<file path="src/rtl/rxq_pkg.sv">
package rxq_pkg;

  localparam int ID_W   = 29;
  localparam int DLC_W  = 4;
  localparam int NBYTES = 8;
  localparam int DATA_W = NBYTES * 8;

  typedef struct packed {
    logic [ID_W-1:0]   id;
    logic [DLC_W-1:0]  dlc;
    logic [DATA_W-1:0] data;
  } rxq_frame_t;

  // Slot index a stored frame lands in, counted after any pop shift.
  function automatic int slot_for_write(int cnt, bit pop_eff, int depth);
    if (pop_eff)
      return cnt - 1;
    else if (cnt >= depth)
      return depth - 1;
    else
      return cnt;
  endfunction

  // Occupancy after one cycle.
  function automatic int next_count(int cnt, bit stored, bit pop_eff);
    return cnt + (stored ? 1 : 0) - (pop_eff ? 1 : 0);
  endfunction

endpackage

</file>
<file path="src/rtl/rxq_ctrl.sv">
module rxq_ctrl
  import rxq_pkg::*;
#(
  parameter int DEPTH = 4,
  localparam int CNT_W = $clog2(DEPTH + 1)
) (
  input  logic             clk,
  input  logic             rst_n,
  input  logic             cfg_load_i,
  input  logic             cfg_ovr_i,
  input  logic             wr_valid_i,
  input  logic             pop_i,
  output logic [CNT_W-1:0] count_o,
  output logic [DEPTH-1:0] wr_sel_o,
  output logic             shift_o,
  output logic             store_evt_o,
  output logic             ovr_evt_o,
  output logic             drop_evt_o,
  output logic             ovr_q_o
);

  logic [CNT_W-1:0] cnt_q;
  logic             ovr_q;
  logic             is_full;
  logic             is_empty;
  logic             pop_eff;
  logic             accept;
  logic             ovr_hit;
  int               idx;

  assign is_full  = (int'(cnt_q) == DEPTH);
  assign is_empty = (cnt_q == '0);
  assign pop_eff  = pop_i && !is_empty;
  assign accept   = wr_valid_i && (!is_full || pop_eff);
  assign ovr_hit  = wr_valid_i && is_full && !pop_eff && ovr_q;

  always_comb begin
    idx      = slot_for_write(int'(cnt_q), pop_eff, DEPTH);
    wr_sel_o = '0;
    for (int i = 0; i < DEPTH; i++) begin
      if ((accept || ovr_hit) && (idx == i)) wr_sel_o[i] = 1'b1;
    end
  end

  always_ff @(posedge clk or negedge rst_n) begin
    if (!rst_n) begin
      cnt_q <= '0;
      ovr_q <= 1'b0;
    end else begin
      cnt_q <= CNT_W'(next_count(int'(cnt_q), accept, pop_eff));
      if (cfg_load_i) ovr_q <= cfg_ovr_i;
    end
  end

  assign count_o     = cnt_q;
  assign shift_o     = pop_eff;
  assign store_evt_o = accept;
  assign ovr_evt_o   = ovr_hit;
  assign drop_evt_o  = wr_valid_i && is_full && !pop_eff && !ovr_q;
  assign ovr_q_o     = ovr_q;

endmodule

</file>
<file path="src/rtl/rxq_slot_array.sv">
module rxq_slot_array
  import rxq_pkg::*;
#(
  parameter int DEPTH = 4
) (
  input  logic             clk,
  input  logic             rst_n,
  input  logic [DEPTH-1:0] wr_sel_i,
  input  logic             shift_i,
  input  rxq_frame_t       frame_i,
  output rxq_frame_t       head_o
);

  rxq_frame_t slot_q [DEPTH];

  for (genvar g = 0; g < DEPTH; g++) begin : g_slot
    rxq_frame_t upper;
    if (g == DEPTH - 1) begin : g_top
      assign upper = slot_q[g];
    end else begin : g_mid
      assign upper = slot_q[g+1];
    end

    always_ff @(posedge clk or negedge rst_n) begin
      if (!rst_n)
        slot_q[g] <= '0;
      else if (wr_sel_i[g])
        slot_q[g] <= frame_i;
      else if (shift_i)
        slot_q[g] <= upper;
    end
  end

  assign head_o = slot_q[0];

endmodule

</file>
<file path="src/rtl/rxq_flag_gen.sv">
module rxq_flag_gen (
  input  logic clk,
  input  logic rst_n,
  input  logic store_evt_i,
  input  logic ovr_evt_i,
  output logic rx_flag_o
);

  always_ff @(posedge clk or negedge rst_n) begin
    if (!rst_n) rx_flag_o <= 1'b0;
    else        rx_flag_o <= store_evt_i || ovr_evt_i;
  end

endmodule

</file>
<file path="src/rtl/rxq_msg_queue.sv">
module rxq_msg_queue
  import rxq_pkg::*;
#(
  parameter int DEPTH = 4,
  localparam int CNT_W = $clog2(DEPTH + 1)
) (
  input  logic              clk,
  input  logic              rst_n,
  input  logic              cfg_load_i,
  input  logic              cfg_ovr_i,
  input  logic              wr_valid_i,
  input  logic [ID_W-1:0]   wr_id_i,
  input  logic [DLC_W-1:0]  wr_dlc_i,
  input  logic [DATA_W-1:0] wr_data_i,
  input  logic              pop_i,
  output logic [ID_W-1:0]   rd_id_o,
  output logic [DLC_W-1:0]  rd_dlc_o,
  output logic [DATA_W-1:0] rd_data_o,
  output logic              msg_avail_o,
  output logic              rx_flag_o,
  output logic              empty_o,
  output logic              full_o,
  output logic [CNT_W-1:0]  count_o
);

  logic [DEPTH-1:0] wr_sel;
  logic             shift_en;
  logic             store_evt;
  logic             ovr_evt;
  logic             drop_evt;
  logic             ovr_q;
  rxq_frame_t       in_frame;
  rxq_frame_t       head;

  assign in_frame = '{id: wr_id_i, dlc: wr_dlc_i, data: wr_data_i};

  rxq_ctrl #(.DEPTH(DEPTH)) ctrl_i (
    .clk         (clk),
    .rst_n       (rst_n),
    .cfg_load_i  (cfg_load_i),
    .cfg_ovr_i   (cfg_ovr_i),
    .wr_valid_i  (wr_valid_i),
    .pop_i       (pop_i),
    .count_o     (count_o),
    .wr_sel_o    (wr_sel),
    .shift_o     (shift_en),
    .store_evt_o (store_evt),
    .ovr_evt_o   (ovr_evt),
    .drop_evt_o  (drop_evt),
    .ovr_q_o     (ovr_q)
  );

  rxq_slot_array #(.DEPTH(DEPTH)) slots_i (
    .clk      (clk),
    .rst_n    (rst_n),
    .wr_sel_i (wr_sel),
    .shift_i  (shift_en),
    .frame_i  (in_frame),
    .head_o   (head)
  );

  rxq_flag_gen flag_i (
    .clk         (clk),
    .rst_n       (rst_n),
    .store_evt_i (store_evt),
    .ovr_evt_i   (ovr_evt),
    .rx_flag_o   (rx_flag_o)
  );

  assign rd_id_o     = head.id;
  assign rd_dlc_o    = head.dlc;
  assign rd_data_o   = head.data;
  assign empty_o     = (count_o == '0);
  assign full_o      = (int'(count_o) == DEPTH);
  assign msg_avail_o = !empty_o;

endmodule

</file>
<file path="config.mk">
export PLATFORM = sky130hd
export DESIGN_NAME = rxq_msg_queue
export DESIGN_NICKNAME = d
export VERILOG_FILES = /design/src/rtl/rxq_pkg.sv /design/src/rtl/rxq_ctrl.sv /design/src/rtl/rxq_slot_array.sv /design/src/rtl/rxq_flag_gen.sv /design/src/rtl/rxq_msg_queue.sv
export SDC_FILE = /design/constraint.sdc
export NUM_CORES = 1
export LEC_CHECK = 0
export ABC_AREA = 1
export BUFFER_PORTS_ARGS = -buffer_cell sky130_fd_sc_hd__buf_4
export CORE_ASPECT_RATIO = 1.75
export CORE_MARGIN = 4
export CORE_UTILIZATION = 59
export DETAILED_ROUTE_END_ITERATION = 12
export PLACE_DENSITY = 0.82
export SLEW_MARGIN = 25
export SYNTH_ARGS = -nofsm -noshare
export SYNTH_HDL_FRONTEND = slang
export SYNTH_SLANG_ARGS = --single-unit
</file>
<file path="constraint.sdc">
create_clock -name clk -period 3.2 [get_ports clk]
set_input_delay 0.16 -clock clk [delete_from_list [all_inputs] [get_ports clk]]
set_output_delay 0.16 -clock clk [all_outputs]
set_load 0.02 [all_outputs]
</file>
# Yosys cells after proc, flatten, opt, wreduce, memory -nomap -nowiden
# Index checks and enable logic that the tools add are counted.
word_totals:
  register_bits: 393
  latch_bits: 0
  ramBits: 0
  rom_bits: 0
  inputBits: 103
  memories: 0
classes:
  n_addsub: 3
  n_mul: 0
  n_div: 0
  n_lt_le_gt_ge: 1
  eq_ne: 4
  n_shift: 0
  mux: 14
  n_bitwise: 0
  reduce_logical: 19
ops:
  columns: ["cell", "n"]
  rows:
  - ["97-bit two-way mux", 6]
  - ["32-bit by 3-bit == test with 1-bit output (second input constant)", 2]
  - ["32-bit by 2-bit == test with 1-bit output (second input constant)", 1]
  - ["32-bit logical NOT", 1]
  - ["32-bit two-way mux", 1]
  - ["1-bit logical AND", 9]
  - ["1-bit two-way mux", 6]
  - ["2-bit nonzero test", 3]
  - ["3-bit by 1-bit subtractor with 4-bit output (second input constant)", 1]
  - ["3-bit adder", 1]
  - ["3-bit == test (second input constant)", 1]
  - ["3-bit >= comparator (second input constant)", 1]
  - ["1-bit logical NOT", 3]
  - ["3-bit logical NOT", 1]
  - ["3-bit two-way mux", 1]
  - ["3-bit subtractor", 1]
  - ["1-bit logical OR", 2]

# Longest topological paths before layout
depth:
  word_depth: 10
  depth_mapped: 14
  ltp_nobuf: 12

# Hierarchy
# From an unflattened synthesis, not the netlist that was laid out.
unflattened:
  hier_cells: 2647
  hier_area_um2: 18645.4
modules_own_cells:
  columns: ["mod", "instances", "cells_each", "area_each_um2", "seq_area_each_um2"]
  rows:
  - ["rxq_slot_array", 1, 2578, 18162.4, 9709.3]
  - ["rxq_ctrl", 1, 58, 416.6, 100.1]
  - ["rxq_flag_gen", 1, 4, 36.3, 25.0]
  - ["rxq_msg_queue", 1, 7, 30.0, 0.0]

# Worst setup path after synthesis
# No wires, ideal clock.
synth_path:
  kind: "register to register"
  start: "register ctrl_i.cnt_q[0], in the netlist ctrl_i.count_o[0]"
  end: "register ctrl_i.cnt_q[2], in the netlist ctrl_i.count_o[2]"
  setup_time_ps: 123
  arrival_time_ps: 2345
  required_ps: 3077
  slack_ps: 733
  path_stages_with_launch: 12
  period_less_slack_ps: 2467
  path_cell_list: "dfrtp_1 -> inv_1 -> ha_1 -> nand2_4 -> nand2_4 -> inv_2 -> clkbuf_1 -> ha_1 -> inv_1 -> ha_1 -> fa_1 -> xnor2_1"
synth_between:
  elab_chain_cells: 8
  word_cells_on_any_way: 11
synth_lines:
  columns: ["element", "line_no", "source"]
  rows:
  - ["from (decl)", "rxq_ctrl.sv:22", "logic [CNT_W-1:0] cnt_q;"]
  - ["from (signal assigned)", "rxq_ctrl.sv:50", "cnt_q <= CNT_W'(next_count(int'(cnt_q), accept, pop_eff));"]
  - ["3-bit logical NOT *", null, null]
  - ["1-bit logical NOT *", null, null]
  - ["via msg_avail_o", "rxq_msg_queue.sv:19", "output logic msg_avail_o,"]
  - ["1-bit logical AND *", "rxq_ctrl.sv:33", "assign pop_eff = pop_i && !is_empty;"]
  - ["1-bit logical OR", "rxq_ctrl.sv:34", "assign accept = wr_valid_i && (!is_full || pop_eff);"]
  - ["1-bit logical AND", "rxq_ctrl.sv:34", null]
  - ["1-bit two-way mux", "rxq_pkg.sv:26", "return cnt + (stored ? 1 : 0) - (pop_eff ? 1 : 0);"]
  - ["3-bit adder", "rxq_pkg.sv:26", null]
  - ["3-bit subtractor *", "rxq_pkg.sv:26", null]
# Mark *: on every way through the listed nets, which the timed path passes. The rest lies on a longest branch.
# A chain may end at the register's enable or synchronous reset.

# Worst setup path in the final report
layout_path:
  start: "register ctrl_i.cnt_q[0], in the netlist ctrl_i.count_o[0]"
  end: "register slots_i.slot_q (netlist bit slots_i.g_slot[1].upper[19])"
layout_between:
  elab_chain_cells: 10
  word_cells_on_any_way: 21
layout_lines:
  columns: ["element", "line_no", "source"]
  rows:
  - ["branches (longest 10 deep; another with 3-bit >= comparator)", null, null]
  - ["to (signal, indexed assignment)", "rxq_slot_array.sv:28", "slot_q[g] <= frame_i;"]
  - ["to (signal, indexed assignment)", "rxq_slot_array.sv:30", "slot_q[g] <= upper;"]
  - ["to (decl)", "rxq_slot_array.sv:14", "rxq_frame_t slot_q [DEPTH];"]
# Several ways; the timed one is not identified.

==> results.toml <==
[outcome]
outcome = "finished clean"

[floorplanning]
die_y_um = 249
boundaryPins = 207
fp.dieArea_sq_um = 36300
floorplan.die.width_um = 146
core_area_sq_um = 32900
core.rowCount = 88
floorplan.initialDensity = 0.596

[clocking]
cts_buffer_depth = 3
clkSlewWorstSetupHoldPaths_ps = 70
clock_tree.root_cell = "sky130_fd_sc_hd__clkbuf_16"
h-tree-depth = 2
cts_num_sinks = 393
cts.repair.resized = 0
clock_insertion_delay_worst_skew_ps = 530
tritoncts.num_buffers = 37
tritoncts_clock_tree = "yes"

[critical_path]
setup.worst_path.end = "slots_i.g_slot[1].upper[19]"
r2r-start = "ctrl_i.count_o[0]"
endpoint_kind = "flop"
path_max_fanout = 66
setup.worst_path.start = "ctrl_i.count_o[0]"
path_common_cell = "sky130_fd_sc_hd__nand2_1"
timing_worst_setup_path_type = "flop to flop"
crit_path_cells = "inv_1, ha_1, nand2_4, nand2_8, inv_8, nand2_1, nand2_1, clkinv_2, nand2_8, buf_4, nand2_1, nand2_1, nand2_1"
regToRegSetupSlack_ps = 390
r2r_cells = 13
critPathArrivalTime_ps = 3240
r2r-end = "slots_i.g_slot[1].upper[19]"
cp_max_stage_delay_ps = 570
crit_slowest_cell = "sky130_fd_sc_hd__buf_4"
worstPathBufferInverterCount = 4
worstSetupPathDepth = 13
worst-endpoint-required_ps = 3630
critical_path.startpoint_type = "flop"
kind_of_cell_with_the_highest_combined_delay_on_the_critical_path = "buffers and inverters"

[global_routing]
grt_start_max_net_pins = 181
grt_first_pass_wirelength_um = 90700
first_global_vias = 18400
gr-total-overflow = 0
antenna_found_initial = 0
grt_util_all_layers = 0.293

[placed_design]
io_buffers = 206
place_congestion = 0.826
place.detailed.hpwl_um = 30600

[yosys]
synth.yosys.seq_area_share = 0.501
ys_ff_latch = 393
synth-async-reset-ratio = 1.00
synth_fp_nets = 2806
synth-warning-count = 0
synthesized_cell_area_sq_um = 19600
yosysUniqueCellTypes = 22
edff_count_synth = 0
synth_ff_type = "sky130_fd_sc_hd__dfrtp_1"
netlist_instances = 2697
mean_instance_size_in_the_synthesized_netlist_sq_um = 7.27

[sta]
hold_violations_final = 0
totalNegativeSetupSlack_ps = 0
min_tclk_post_route_ps = 2810
max_slew.worst_pin.slew_ps = 934
rsz0062_at_grt = "no"
final_setup_viols = 0
clock-skew-final_ps = 12.4
worst_slew_margin_rel = 0.377
timing.fmax_mhz = 356
fin_crit_sh = 0.879
finalMaxSlewViolations = 0

[power]
worst_ir_drop_vdd_uv = 598
static-leakage-power_nw = 13.1
totalPowerFinal_mw = 24.1
power.density_nw_per_um2 = 1030

[layout]
antenna_diode_count = 0
num-nets-final = 2976
fillers = 2502
mostFrequentLayoutCell = "sky130_fd_sc_hd__nand2_1"
layout-area-overhead-vs-synth_pct = 19.6
final_standard_cell_utilization_of_the_core = 0.713
final-seq-area_sq_um = 9830
mostFrequentLayoutCells = "1276 x sky130_fd_sc_hd__nand2_1, 587 x sky130_fd_sc_hd__nand3_1, 393 x sky130_fd_sc_hd__dfrtp_1"
drive_gt1_frac = 0.110
multi_input_area_sq_um = 8480

[route]
first_drt_iteration_drcs = 1615
drt_pass1_iterations = 7
via_count = 18800
wire_per_inst_um = 16.4
remaining_drcs = 0
wirelength_routed_um = 54100
postRouteAntennaNets = 0
drt-vias-per-instance = 5.71

[min_path]
holdCritPathClass = "input pin to flop"

[run]
drv.max_cap_violation_count = 0
[flip-flops by register name, indices dropped and copies added, names as in the netlist]
name and flops:
slots_i.g_slot.upper 291, slots_i.head_o 97, ctrl_i.count_o 3, ctrl_i.ovr_q_o 1, flag_i.rx_flag_o 1
[final cells by class]
cell class | instances | share of cell area
Sequential cell | 393 | 0.419
Multi-Input combinational cell | 1981 | 0.361
Timing Repair Buffer | 342 | 0.128
Clock buffer | 54 | 0.0464
Tap cell | 405 | 0.0216
Inverter | 112 | 0.0185
Clock inverter | 9 | 0.00538
[worst min-delay path by stage]
stage / cells after the start / end / startpoint
floorplan: 0 / ctrl_i.count_o[0] / rst_n
global placement: 1 / slots_i.head_o[30] / rst_n
detailed placement: 1 / slots_i.head_o[31] / rst_n
CTS: 5 / slots_i.g_slot[0].upper[69] / wr_id_i[1]
global route: 3 / slots_i.g_slot[2].upper[77] / wr_id_i[9]
finish: 3 / slots_i.g_slot[2].upper[68] / wr_id_i[0]
[synthesized netlist by cell type, types with 2 or more instances]
cell type	count	area share
sky130_fd_sc_hd__nand2_1	1276	0.24
sky130_fd_sc_hd__nand3_1	587	0.15
sky130_fd_sc_hd__dfrtp_1	393	0.50
sky130_fd_sc_hd__buf_2	113	0.029
sky130_fd_sc_hd__inv_1	108	0.021
sky130_fd_sc_hd__clkbuf_1	75	0.014
sky130_fd_sc_hd__o21ai_1	70	0.018
sky130_fd_sc_hd__o21ai_0	27	0.0069
sky130_fd_sc_hd__buf_1	20	0.0038
sky130_fd_sc_hd__ha_1	5	0.0032
sky130_fd_sc_hd__inv_2	4	0.00077
sky130_fd_sc_hd__nand2_2	4	0.0013
sky130_fd_sc_hd__buf_4	3	0.0011
sky130_fd_sc_hd__nand2_4	2	0.0011
sky130_fd_sc_hd__nor2_1	2	0.00038
sky130_fd_sc_hd__nor2_4	2	0.0011
[kinds of logic after synthesis]
logic type,after synthesis,share of synthesized area
and+or+nand+nor,1874,0.398
adders and majority gates,6,0.00421
xor gates and xnor gates,1,0.000447
DFF,393,0.501
buffers and inverters,323,0.0696
AOI/OAI and AO/OA,99,0.0256
muxes,1,0.000574
[layer usage]
metal | vias up | global-route usage | wire length (um)
li1 | 8867 | - | -
met1 | 9056 | 0.374 | 21100
met2 | 742 | 0.500 | 27500
met3 | 146 | 0.0357 | 3060
met4 | 0 | 0.133 | 2380
met5 | - | 0 | 0
[worst register-to-register path, delay by kind of cell, from the launching register on]
| kind | cells | cell delay [ps] |
|---|---|---|
| fa+ha+maj | 1 | 270 |
| flops | 1 | 390 |
| buf+inv | 4 | 1090 |
| simple gates | 8 | 950 |
[per-stage QoR]
step,area [sq um],hold slack (ps),instances,setup WS (ps)
CTS,23400,1.73,3294,409
detailed placement,21300,299,3138,457
global placement,21300,283,3138,652
global route,23500,19.2,3296,189
floorplan,19600,-136,2697,733
finish,23500,12.4,3296,388
[where the power goes]
part,switching (mW),internal [mW],leakage (nW)
clock network,1.94,2.61,0.599
logic,7.22,3.64,7.62
registers,1.31,7.36,4.91
[timing repair]
item / in CTS / in global routing
hold buffers: 93 / 0
hold endpoints to repair: 338 / 0
buffers inserted: 0 / 0
Note: power is estimated with default switching activity, not from simulation.
